$ cat src/rtl/input_glitch_filter_pkg.sv
// Package: shared sizing for the input glitch filter.
// Assumes: the select field is one-hot, and the largest tick count
// (2 << (FILT_SEL_W-1)) minus one fits in CNT_W bits.
package input_glitch_filter_pkg;
    localparam int unsigned FILT_SEL_W = 4;
    localparam int unsigned CNT_W      = 5;
    localparam int unsigned SYNC_DEPTH = 2;

    // Decoded filter configuration handed from decoder to qualifier.
    typedef struct packed {
        logic             bypass;
        logic [CNT_W-1:0] term;   // count value at which the next tick accepts
    } filt_cfg_t;
endpackage

$ cat src/rtl/gf_sync.sv
// Module: gf_sync
// Brings the raw pin into the clock domain through a chain of STAGES
// flip-flops. Gives the last stage (q) and the stage before it (pre).
// Assumes: STAGES >= 2. The stages are deliberately not reset, so the
// chain keeps sampling during reset and the qualifier can load from it.
module gf_sync #(
    parameter int unsigned STAGES = 2
) (
    input  logic clk,
    input  logic d,
    output logic pre,
    output logic q
);
    logic [STAGES-1:0] chain;

    // First stage captures the asynchronous pin.
    always_ff @(posedge clk) begin
        chain[0] <= d;
    end

    for (genvar g = 1; g < STAGES; g++) begin : g_stage
        // Each further stage re-times the previous one.
        always_ff @(posedge clk) begin
            chain[g] <= chain[g-1];
        end
    end

    assign pre = chain[STAGES-2];
    assign q   = chain[STAGES-1];
endmodule

$ cat src/rtl/gf_mode_decode.sv
// Module: gf_mode_decode
// Turns the one-hot filter field into a bypass flag and a terminal count.
// Bit i set means 2 << i ticks are needed (terminal count (2 << i) - 1).
// No bit set, or more than one bit set, selects bypass.
// Assumes: (2 << (SEL_W-1)) - 1 fits in CNT_W bits.
module gf_mode_decode
    import input_glitch_filter_pkg::*;
#(
    parameter int unsigned SEL_W = FILT_SEL_W
) (
    input  logic [SEL_W-1:0] sel,
    output filt_cfg_t        cfg
);
    // Pure decode of the select field into the mode and the terminal count.
    always_comb begin
        cfg.bypass = 1'b1;
        cfg.term   = '0;
        if ($countones(sel) == 1) begin
            cfg.bypass = 1'b0;
            for (int i = 0; i < int'(SEL_W); i++) begin
                if (sel[i]) cfg.term = CNT_W'((2 << i) - 1);
            end
        end
    end
endmodule

$ cat src/rtl/gf_qualify.sv
// Module: gf_qualify
// Holds the accepted level and the qualification counter. A differing
// synchronized level is counted on each tick. When the count reaches the
// terminal value on a tick, the level is accepted and a one-cycle edge
// strobe is raised. A return to the accepted level clears the count.
// In bypass the level follows the stage before the last synchronizer
// flip-flop, so the total latency matches the plain two-stage sync.
module gf_qualify
    import input_glitch_filter_pkg::*;
(
    input  logic             clk,
    input  logic             rst_n,
    input  logic             sync_pre,
    input  logic             sync_lvl,
    input  logic             tick,
    input  filt_cfg_t        cfg,
    output logic             level,
    output logic             edge_p,
    output logic             rise,
    output logic [CNT_W-1:0] cnt
);
    // Level, strobe, direction and counter update.
    always_ff @(posedge clk) begin
        if (!rst_n) begin
            level  <= sync_lvl;
            cnt    <= '0;
            edge_p <= 1'b0;
            rise   <= 1'b0;
        end else if (cfg.bypass) begin
            level  <= sync_pre;
            edge_p <= (sync_pre != level);
            rise   <= sync_pre;
            cnt    <= '0;
        end else if (sync_lvl == level) begin
            cnt    <= '0;
            edge_p <= 1'b0;
        end else if (tick) begin
            if (cnt >= cfg.term) begin
                level  <= sync_lvl;
                edge_p <= 1'b1;
                rise   <= sync_lvl;
                cnt    <= '0;
            end else begin
                cnt    <= cnt + 1'b1;
                edge_p <= 1'b0;
            end
        end else begin
            edge_p <= 1'b0;
        end
    end
endmodule

$ cat src/rtl/input_glitch_filter.sv
// Module: input_glitch_filter (top)
// Synchronizes one pin, decodes the filter field and qualifies level
// changes against a masked up counter, with a selectable count clock.
// Assumes: tick_en is a one-cycle pulse in the clk domain.
module input_glitch_filter
    import input_glitch_filter_pkg::*;
(
    input  logic                  clk,
    input  logic                  rst_n,
    input  logic                  pin_async,
    input  logic                  use_prescale,
    input  logic                  tick_en,
    input  logic [FILT_SEL_W-1:0] filt_sel,
    output logic                  level_o,
    output logic                  edge_o,
    output logic                  edge_rise_o
);
    logic             sync_pre;
    logic             sync_q;
    logic             tick_w;
    filt_cfg_t        cfg_w;
    logic             bypass_w;
    logic [CNT_W-1:0] cnt_q;

    gf_sync #(.STAGES(SYNC_DEPTH)) u_sync (
        .clk (clk),
        .d   (pin_async),
        .pre (sync_pre),
        .q   (sync_q)
    );

    gf_mode_decode #(.SEL_W(FILT_SEL_W)) u_dec (
        .sel (filt_sel),
        .cfg (cfg_w)
    );

    // Count-clock selection: every cycle, or the prescaled enable only.
    assign tick_w   = use_prescale ? tick_en : 1'b1;
    assign bypass_w = cfg_w.bypass;

    gf_qualify u_qual (
        .clk      (clk),
        .rst_n    (rst_n),
        .sync_pre (sync_pre),
        .sync_lvl (sync_q),
        .tick     (tick_w),
        .cfg      (cfg_w),
        .level    (level_o),
        .edge_p   (edge_o),
        .rise     (edge_rise_o),
        .cnt      (cnt_q)
    );
endmodule

$ cat config.mk
export PLATFORM = sky130hd
export DESIGN_NAME = input_glitch_filter
export DESIGN_NICKNAME = d
export VERILOG_FILES = /design/src/rtl/input_glitch_filter_pkg.sv /design/src/rtl/gf_sync.sv /design/src/rtl/gf_mode_decode.sv /design/src/rtl/gf_qualify.sv /design/src/rtl/input_glitch_filter.sv
export SDC_FILE = /design/constraint.sdc
export NUM_CORES = 1
export LEC_CHECK = 0
export ABC_AREA = 1
export BUFFER_PORTS_ARGS = -buffer_cell sky130_fd_sc_hd__buf_4
export CAP_MARGIN = 0
export CORE_MARGIN = 2
export CORE_UTILIZATION = 50
export CTS_CLUSTER_DIAMETER = 120
export CTS_CLUSTER_SIZE = 28
export DETAILED_ROUTE_END_ITERATION = 16
export PLACE_DENSITY = 0.82
export SLEW_MARGIN = 0
export SYNTH_ARGS = -nofsm -noshare
export SYNTH_HDL_FRONTEND = slang
export SYNTH_SLANG_ARGS = --single-unit
$ cat constraint.sdc
create_clock -name clk -period 3.7 [get_ports clk]
set_input_delay 0.37 -clock clk [delete_from_list [all_inputs] [get_ports clk]]
set_output_delay 0.37 -clock clk [all_outputs]
set_load 0.02 [all_outputs]
==> results.json <==
{
  "cts_setup_buffers": 0,
  "postRouteAntennaNets": 0,
  "num_vias": 570,
  "first_pass_iters": 2,
  "cp_data_required_time_ns": 3.68,
  "postCtsHoldBufs": 0,
  "grt_overflow_total": 0,
  "cts_inserted_buffers": 3,
  "clkLatencyLatePin_ns": 0.27,
  "drt-initial-drc-count": 4,
  "clock_sinks": 10,
  "diodes": 0,
  "clk_pin_slew_worst_paths_ns": 0.06,
  "cts_tree": "done",
  "slew_violations": 0,
  "start_kind": "input port",
  "area_growth_pct": 21.6,
  "powerDensity_mw_per_mm2": 400,
  "wl_mm": 1.23,
  "grt_first_pass_wirelength_mm": 2.13,
  "grt_pass1_vias": 572,
  "dp_cells": 111,
  "slew_headroom_pct": 86.1,
  "synth_seq_cells": 10,
  "crit_family": "adder cells",
  "arrival_ns": 2.97,
  "nFillCells": 114,
  "path_cells": "buf_4, inv_1, ha_1, ha_1, fa_1, nor3_4, inv_2, or2_2, ha_1, inv_1, a21oi_1, nand2_1, nand3_1, nand3_1, nand3_1",
  "root_buffer": "clkbuf_4",
  "io_pins": 12,
  "hold_viol": 0,
  "h-tree-depth": 1,
  "grtUsageTotal_pct": 19.6,
  "syn_area_per_cell_um2": 8.01,
  "status": "finished clean",
  "start_util_pct": 52.4,
  "clock_skew_ns": 0.00496,
  "worstPathMaxFanout": 5,
  "place.gp.congestion": 0.750,
  "finalCriticalPeriod_ns": 2.99,
  "via_per_inst": 4.96,
  "cpMaxStageDelayCell": "fa_1",
  "end_kind": "flop",
  "max_slew.worst_pin.slew_ns": 0.207,
  "syn_area_um2": 673,
  "p_leak_nw": 0.426,
  "hold_class": "in -> reg",
  "drc": 0,
  "total_power_w": 0.000327,
  "die_w_um": 40.7,
  "final_core_util_pct": 63.7,
  "drv_cap": 0,
  "die_h_um": 40.7,
  "fin_crit_sh_pct": 80.7,
  "setup_viol": 0,
  "cts_buffer_depth": 2,
  "synth_fp_nets": 104,
  "synthCells": 84,
  "cts_resized": 0,
  "worst_path_largest_cell_delay_ns": 0.48,
  "rows": 13,
  "wl_per_cell_um": 10.7,
  "port_buffers": 11,
  "reg2reg_depth": 8,
  "finalNonFillerCells": 115,
  "setup.worst_path.class": "in -> reg",
  "min_path_cells": 1,
  "timing.hold.ws_ns": 0.204,
  "fin_nets": 121,
  "worstPathBufferInverterCount": 4,
  "rsz0062_at_grt": "false",
  "max_freq_mhz": 335,
  "ys_seq_area_share_pct": 31.2,
  "hpwl_mm": 1.04,
  "grt_max_degree": 10,
  "fp.coreArea_mm2": 0.00128,
  "worstSetupPathDepth": 15,
  "ir_drop_mv": 0.261,
  "die-area_mm2": 0.00166,
  "ys_types": 22,
  "fin_tns_setup_ns": 0,
  "drive_above_1_share_pct": 22.0,
  "yosysWarnings": 0,
  "antenna_found_initial": 0
}
==> cells by family after synthesis <==
kind of cell / share of synthesized area, %
DFF: 31.2
xor gates and xnor gates: 7.81
AOI/OAI and AO/OA: 6.69
buffers and inverters: 8.36
and+or+nand+nor: 24.4
adders and majority gates: 21.6
==> routing by layer <==
layer / up-vias / global-route usage, % / routed length (um)
li1: 301 / - / -
met1: 253 / 18.9 / 487
met2: 11 / 36.9 / 657
met3: 5 / 4.89 / 53
met4: 0 / 11.7 / 30
met5: - / 0 / 0
==> power by group <==
part	leakage, nW	switching (W)	internal [W]	total (W)
sequential	0.0846	0.00000567	0.000118	0.000124
combinational	0.321	0.0000599	0.0000448	0.000105
clock	0.0210	0.0000385	0.0000598	0.0000983
total	0.426	0.000104	0.000223	0.000327
==> per-stage QoR <==
| stage | setup slack (ns) | cell area (um^2) |
|---|---|---|
| floorplan | 0.625 | 673 |
| global placement | 0.503 | 782 |
| detailed placement | 0.412 | 782 |
| global route | 0.495 | 818 |
| CTS | 0.696 | 818 |
| finish | 0.714 | 818 |
==> sequential cells by signal (all words and copies together), names as in the netlist <==
name,count
u_qual.level,1
u_qual.rise,1
u_qual.edge_p,1
u_sync.pre,1
u_qual.cnt,5
u_sync.q,1
==> cell usage in the layout (no fill, tap or decap), drive strengths merged, types with 2 or more instances in the layout <==
master	instances
nand2	17
a21oi	2
o21ai	2
nor2	9
buf	12
xor2	6
nand3	4
clkbuf	4
ha	10
dfxtp	9
inv	15
nand4	3
==> path summary, 6_finish.rpt <==
path,start,endpoint,slack [ns]
setup / recovery,filt_sel[2],u_qual.level$_DFFE_PP_,0.71
hold / removal,pin_async,u_sync.pre$_DFF_P_,0.20
setup reg to reg,u_qual.cnt[0]$_SDFFE_PP0P_,u_qual.level$_DFFE_PP_,2.07
hold reg to reg,u_sync.pre$_DFF_P_,u_sync.q$_DFF_P_,0.39
==> layout make-up <==
type | count | area [um^2] | share of cell area, %
clock buffer | 4 | 36.3 | 4.43
timing repair buffer | 12 | 90.1 | 11.0
inverter | 15 | 56.3 | 6.88
multi-input combinational | 59 | 407 | 49.7
sequential | 10 | 210 | 25.7
tap | 15 | 18.8 | 2.29
==> Yosys cell counts <==
| cell | instances | area, um^2 |
|---|---|---|
| nor3_4 | 1 | 16.3 |
| inv_2 | 1 | 3.75 |
| dfxtp_1 | 9 | 180 |
| xor2_1 | 6 | 52.6 |
| o21ai_1 | 1 | 5.00 |
| edfxtp_1 | 1 | 30.0 |
| a21oi_1 | 1 | 5.00 |
| a21oi_2 | 1 | 8.76 |
| nand2_2 | 1 | 6.26 |
| nand2_1 | 16 | 60.1 |
| o21ai_0 | 1 | 5.00 |
| nor2_2 | 1 | 6.26 |
| ha_1 | 10 | 125 |
| fa_1 | 1 | 20.0 |
| a31oi_1 | 1 | 6.26 |
| inv_1 | 14 | 52.6 |
| nor2_1 | 8 | 30.0 |
| o31ai_1 | 1 | 7.51 |
| or2_2 | 1 | 6.26 |
| nand3_1 | 4 | 20.0 |
| nand4_1 | 3 | 18.8 |
| o211ai_1 | 1 | 7.51 |
No activity file was read; power rests on OpenSTA's default activity.
